File: config.mk
export PLATFORM = sky130hd
export DESIGN_NAME = wiper_position_reg
export DESIGN_NICKNAME = d
export VERILOG_FILES = /design/src/rtl/wiper_pkg.sv /design/src/rtl/wiper_ctrl.sv /design/src/rtl/wiper_datapath.sv /design/src/rtl/wiper_position_reg.sv
export SDC_FILE = /design/constraint.sdc
export NUM_CORES = 1
export LEC_CHECK = 0
export CORE_ASPECT_RATIO = 1.75
export CORE_MARGIN = 3
export CORE_UTILIZATION = 43
export CTS_BUF_LIST = sky130_fd_sc_hd__clkbuf_8
export CTS_CLUSTER_DIAMETER = 120
export DETAILED_ROUTE_END_ITERATION = 6
export GPL_ROUTABILITY_DRIVEN = 1
export GPL_TIMING_DRIVEN = 1
export PLACE_DENSITY_LB_ADDON = 0.12
export SYNTH_ARGS = -nofsm -noshare
export SYNTH_HDL_FRONTEND = slang
export SYNTH_SLANG_ARGS = --single-unit
File: constraint.sdc
create_clock -name clk -period 2.9 [get_ports clk]
set_clock_uncertainty 0.15 [all_clocks]
set_input_delay 0.435 -clock clk [delete_from_list [all_inputs] [get_ports clk]]
set_output_delay 0.435 -clock clk [all_outputs]
set_load 0.03 [all_outputs]
File: src/rtl/wiper_pkg.sv
package wiper_pkg;
  // Arbitrated update command from control to datapath
  typedef struct packed {
    logic takeBoot;
    logic takeLoad;
    logic goUp;
    logic goDown;
  } wiperCmd_t;
endpackage

File: src/rtl/wiper_ctrl.sv
module wiper_ctrl
  import wiper_pkg::*;
(
  input  logic      recallReq,
  input  logic      hostWr,
  input  logic      xferLd,
  input  logic      stepUp,
  input  logic      stepDn,
  output wiperCmd_t cmd
);
  logic anyLoad;
  logic stepOk;

  always_comb begin
    anyLoad      = hostWr | xferLd;
    // a step only when no higher request and exactly one direction
    stepOk       = ~recallReq & ~anyLoad & (stepUp ^ stepDn);
    cmd.takeBoot = recallReq;
    cmd.takeLoad = ~recallReq & anyLoad;
    cmd.goUp     = stepOk & stepUp;
    cmd.goDown   = stepOk & stepDn;
  end
endmodule

File: src/rtl/wiper_datapath.sv
module wiper_datapath
  import wiper_pkg::*;
#(
  parameter int POS_W = 6,
  parameter int TAP_N = 1 << POS_W
) (
  input  logic             clk,
  input  logic             rstN,
  input  wiperCmd_t        cmd,
  input  logic [POS_W-1:0] bootVal,
  input  logic [POS_W-1:0] loadVal,
  output logic [POS_W-1:0] posQ,
  output logic [TAP_N-1:0] tapQ
);
  localparam logic [POS_W-1:0] POS_MAX = '1;
  localparam logic [POS_W-1:0] POS_MIN = '0;

  logic [POS_W-1:0] posNext;
  logic [TAP_N-1:0] tapNext;

  always_comb begin
    posNext = posQ;
    if (cmd.takeBoot)                   posNext = bootVal;
    else if (cmd.takeLoad)              posNext = loadVal;
    else if (cmd.goUp && posQ != POS_MAX)   posNext = posQ + 1'b1;
    else if (cmd.goDown && posQ != POS_MIN) posNext = posQ - 1'b1;
  end

  // decode the next position so the taps flip on the same edge as posQ
  for (genvar g = 0; g < TAP_N; g++) begin : gTap
    assign tapNext[g] = (posNext == POS_W'(g));
  end

  always_ff @(posedge clk or negedge rstN) begin
    if (!rstN) begin
      posQ <= '0;
      tapQ <= TAP_N'(1);
    end else begin
      posQ <= posNext;
      tapQ <= tapNext;
    end
  end
endmodule

File: src/rtl/wiper_position_reg.sv
module wiper_position_reg
  import wiper_pkg::*;
#(
  parameter int POS_W = 6,
  localparam int TAP_N = 1 << POS_W
) (
  input  logic             clk,
  input  logic             rstN,
  input  logic             recallReq,
  input  logic [POS_W-1:0] bootVal,
  input  logic             hostWr,
  input  logic             xferLd,
  input  logic [POS_W-1:0] loadVal,
  input  logic             stepUp,
  input  logic             stepDn,
  output logic [POS_W-1:0] posOut,
  output logic [TAP_N-1:0] tapEn
);
  wiperCmd_t cmd;

  wiper_ctrl i_ctrl (
    .recallReq(recallReq),
    .hostWr   (hostWr),
    .xferLd   (xferLd),
    .stepUp   (stepUp),
    .stepDn   (stepDn),
    .cmd      (cmd)
  );

  wiper_datapath #(.POS_W(POS_W), .TAP_N(TAP_N)) i_dp (
    .clk    (clk),
    .rstN   (rstN),
    .cmd    (cmd),
    .bootVal(bootVal),
    .loadVal(loadVal),
    .posQ   (posOut),
    .tapQ   (tapEn)
  );
endmodule

Word level (Yosys, flattened, before mapping)
Index checks and enable logic that the tools add are counted.

$add $sub $neg: 2. Eq/ne operators: 64. Muxes and demuxes: 4. Bitwise operators: 9. Reductions and logical operators: 4.

Operator list (count): == test 6 bit, second input constant (32); == test 6 x 5 -> 1 bit, second input constant (16); == test 6 x 4 -> 1 bit, second input constant (8); == test 6 x 3 -> 1 bit, second input constant (4); two-way mux 6 bit (4); == test 6 x 2 -> 1 bit, second input constant (2); adder 6 x 1 -> 6 bit, second input constant (1); == test 6 x 1 -> 1 bit, second input constant (1); zero test 6 bit (1); != test 6 bit, second input constant (1); nonzero test 6 bit (1); subtractor 6 x 1 -> 6 bit, second input constant (1); bitwise AND 1 bit (5); logical AND 1 bit (2); inverter 1 bit (2); OR 1 bit (1); XOR 1 bit (1).

Register bits after elaboration: 70. Input port bits: 19. Output and inout port bits: 70. Logic and storage cells: 85.

Logic depth before layout (Yosys ltp)
Depth in word-level cells: 11. Gate-level depth with buffers: 10. Gate-level depth less buffers: 9.

Cells and area by module
Synthesis repeated with hierarchy kept, for this count alone.

Cell total of the unflattened synthesis: 254. Area, all modules: 2927.8 µm².

Modules (own cells, without submodules): wiper_datapath (times used 1, cells each 248, area an instance 2876.5 µm², sequential area each 1752.9 µm²); wiper_ctrl (times used 1, cells each 6, area an instance 51.3 µm², sequential area each 0.0 µm²).

Worst setup path before layout
No wires, ideal clock.

Path kind: register -> register. Start point: reg i_dp.posQ[0]. End point: reg i_dp.tapQ[32]. Library setup time: 0.129 ns. Arrival: 2.600 ns. Required time: 2.621 ns. Setup slack: 0.021 ns. Stages on the path, launching flop included: 10. Buffers on the path: 1. Period minus slack after synthesis: 2.879 ns. Cell sequence: dfrtp_1 -> inv_1 -> ha_1 -> or3b_2 -> o211ai_1 -> a21boi_0 -> o31ai_1 -> a22o_1 -> buf_2 -> nor3_1.

Longest elaborated chain between the ends: 7. Elaborated cells on any way between the ends: 11. Classes of those cells: add/sub: 2; eq/ne: 2; mux: 4; reduce/logical: 3.

Ends and longest elaborated chain: start, declared (RTL line wiper_datapath.sv:12) `output logic [POS_W-1:0] posQ,`; start signal, assigned (RTL line wiper_datapath.sv:39) `posQ <= posNext;`; parallel branches: the longest is 3 deep, another holds subtractor 6 x 1 -> 6 bit; two-way mux 6 bit (*) (RTL line wiper_datapath.sv:25) `else if (cmd.goUp && posQ != POS_MAX) posNext = posQ + 1'b1;`; two-way mux 6 bit (*) (RTL line wiper_datapath.sv:24) `else if (cmd.takeLoad) posNext = loadVal;`; two-way mux 6 bit (*) (RTL line wiper_datapath.sv:23) `if (cmd.takeBoot) posNext = bootVal;`; == test 6 bit (*) (RTL line wiper_datapath.sv:31) `assign tapNext[g] = (posNext == POS_W'(g));`; net i_dp.tapNext[32] (RTL line wiper_datapath.sv:19) `logic [TAP_N-1:0] tapNext;`; end signal, assigned (RTL line wiper_datapath.sv:40) `tapQ <= tapNext;`; end, declared (RTL line wiper_datapath.sv:13) `output logic [TAP_N-1:0] tapQ`.

Mark *: on every way through the listed nets, which the timed path passes.

Worst setup path after layout
Start point: reg i_dp.posQ[0]. End point: reg i_dp.tapQ[63].

The elaborated chain is that of the path after synthesis.

==> flow_metrics.env <==
export IMPL_status="finished clean"
export IMPL_arrival_ps=2860
export IMPL_grt_pass1_vias=2358
export IMPL_period_share_pct=95.4
export IMPL_ctsRootBufferMaster="clkbuf_8"
export IMPL_power_density_nw_per_um2=517
export IMPL_synth_flop_cell="dfrtp_1"
export IMPL_grt_pass1_wl_um=11800
export IMPL_clock_latency_ps=340
export IMPL_diodes=0
export IMPL_synthesis_area_sq_um=2700
export IMPL_antenna_found_initial=0
export IMPL_die_area_sq_um=7300
export IMPL_cp_cell_sequence="inv_1 -> ha_1 -> or3b_2 -> o211ai_1 -> buf_4 -> a22oi_2 -> mux2i_2 -> buf_4 -> a211o_4 -> nor3_1"
export IMPL_power_total_mw=2.12
export IMPL_clkSlewWorstSetupHoldPaths_ps=70
export IMPL_drv_cap=0
export IMPL_setup_tns_ps=0
export IMPL_syn_area_per_cell_sq_um=11.3
export IMPL_ys_seq_elements=70
export IMPL_synth_top_cell_area_share_pct=64.0
export IMPL_globalplace_congestion=0.867
export IMPL_clock_fmax_mhz=361
export IMPL_final_util_pct=68.6
export IMPL_drc=0
export IMPL_cpMostUsedCell="buf_4"
export IMPL_core_area_sq_um=5970
export IMPL_start_util_pct=45.2
export IMPL_netlist_cell_type_count=39
export IMPL_setup_viol=0
export IMPL_synthMuxAreaShare_pct=1.30
export IMPL_final_hold_viol_count=0
export IMPL_worstPathMaxFanout=16
export IMPL_cts_buffers=9
export IMPL_cts_num_sinks=70
export IMPL_htree_num_levels=3
export IMPL_die_x_um=65.9
export IMPL_rsz0062_at_grt="true"
export IMPL_firstDrtPassIters=5
export IMPL_fin_crit_ps=2770
export IMPL_route_final_wire_length_um=7060
export IMPL_synth_fp_nets=260
export IMPL_synth_top_family_by_area="simple AND/OR/NAND/NOR gates"
export IMPL_netlist_top_cells_count="69 x dfrtp_1, 40 x nor2_1, 35 x nor3_1, 13 x nand2_1, 12 x nand4_1"
export IMPL_synth_adder_area_share_pct=1.39
export IMPL_synth_most_common_cell="dfrtp_1"
export IMPL_ir_drop_mv=0.403
export IMPL_synth_simple_area_share_pct=21.1
export IMPL_vias=2261
export IMPL_ios=89
export IMPL_yosysTopAreaCell="dfrtp_1"
export IMPL_synth_compound_area_share_pct=8.95
export IMPL_port_buffers=88
export IMPL_die_h_um=111
export IMPL_cts_tree="yes"
export IMPL_synthArstFlopShare_pct=100
export IMPL_slew_violations=0
export IMPL_yosysWarnings=0
export IMPL_synth_edf_count=0
export IMPL_drive_gt1_share_pct=15.6
export IMPL_start_kind="flip-flop"
export IMPL_viasPerCell=5.09
export IMPL_synth_area_leaders="dfrtp_1 64%, nor3_1 6.5%, nor2_1 5.6%"
export IMPL_overflow=0
export IMPL_fin_nets=383
export IMPL_grt_max_degree=39
export IMPL_slowest_stage="or3b_2"
export IMPL_areaGrowthSynthToFinish_pct=51.7
export IMPL_cp_end_kind="flip-flop"
export IMPL_rows=37
export IMPL_hp_class="in -> async"
export IMPL_wire_per_inst_um=15.9
export IMPL_synth_xor_area_share_pct=0
export IMPL_synthCells=238
export IMPL_hpwl_um=5380
export IMPL_cp_slowest_stage_delay_ps=490
export IMPL_ys_seq_area_share_pct=65.0
export IMPL_cts_max_path_buffers=2
export IMPL_setup_worst_path_class="reg -> reg"
export IMPL_drt_iter0_markers=104
export IMPL_worst_pin_slew_ps=705
export IMPL_ant_nets=0
export IMPL_grt_use_total_pct=21.5
export IMPL_slew_headroom_pct=53.0
export IMPL_required_ps=3000
export IMPL_p_leak_nw=1.81
[repair_timing]
item                                    CTS  global route
buffers inserted                          0             1
endpoints found under the hold margin     5             0
resized for setup                         0             1
hold buffers                              1             0
endpoints found under the setup margin    0            19
[metrics by stage]
step                      hold WS (ps)  setup slack (ps)  cells  area (sq um)
after CTS                          534              53.1    443          4090
after global routing               577             -4.84    444          4090
final                              520               133    444          4090
after global placement             376              -199    426          3880
after floorplan                  -10.6              21.0    238          2700
after detailed placement           375              -203    426          3880
[flip-flops by register name, indices dropped and copies added (netlist names)]
signal	flops
i_dp.tapQ	64
i_dp.posQ	6
[layout by cell type, fill, tap and decap left out, types with 4 or more instances in the layout]
master,instances
nor3_1,35
dfrtp_1,69
clkbuf_8,12
nor2_1,40
nand2_1,13
nand4_1,12
inv_1,6
a211o_1,4
clkdlybuf4s50_1,87
o211ai_1,6
a21oi_1,5
buf_4,29
[logic make-up after synthesis]
family                     count (synthesis)
and+or+nand+nor                          117
DFF                                       70
AOI/OAI and AO/OA                         31
adders and majority gates                  3
buffers and inverters                     14
muxes                                      3
[path summary, 6_finish.rpt]
| kind | startpoint | end | slack [ps] | cells after the start |
|---|---|---|---|---|
| min in group clk | bootVal[3] | i_dp.posQ[3]$_DFF_PN0_ | 710 | 3 |
| max in group asynchronous | rstN | i_dp.tapQ[0]$_DFF_PN1_ | 1390 | 3 |
| max | i_dp.posQ[0]$_DFF_PN0_ | i_dp.tapQ[63]$_DFF_PN0_ | 130 | 10 |
| max reg2reg | i_dp.posQ[0]$_DFF_PN0_ | i_dp.tapQ[63]$_DFF_PN0_ | 130 | 10 |
| min reg2reg | i_dp.posQ[5]$_DFF_PN0_ | i_dp.posQ[5]$_DFF_PN0_ | 780 | 5 |
| min | rstN | i_dp.tapQ[63]$_DFF_PN0_ | 520 | 2 |
[critical path: cells and delay by family (launching register included)]
family                   cells  cell delay [ps]
buffers and inverters        3              400
multiplexers                 1              160
flip-flops                   1              380
AO/OA/AOI/OAI                3              730
AND/OR/NAND/NOR              2              690
adder cells (fa/ha/maj)      1              160
[layout make-up]
type                            count  area (sq um)
Clock buffer                       12           165
Tap cell                           78          97.6
Fill cell                         467          1880
Clock inverter                      4          28.8
Sequential cell                    70          1750
Inverter                            6          22.5
Timing Repair Buffer              120          1140
Multi-Input combinational cell    154           883
[layer usage]
metal  global-route usage [%]  share of wire (%)
met4                     7.89                1.6
met3                     5.78                6.1
met2                     39.0                 56
met1                     22.9                 36
met5                        0                  0
[where the power goes]
part	leakage [nW]	internal [mW]	total, mW	switching (mW)
Combinational	0.759	0.148	0.369	0.221
Sequential	0.959	1.00	1.01	0.0142
Clock	0.0950	0.382	0.734	0.352
(Power assumes the default switching activity.)
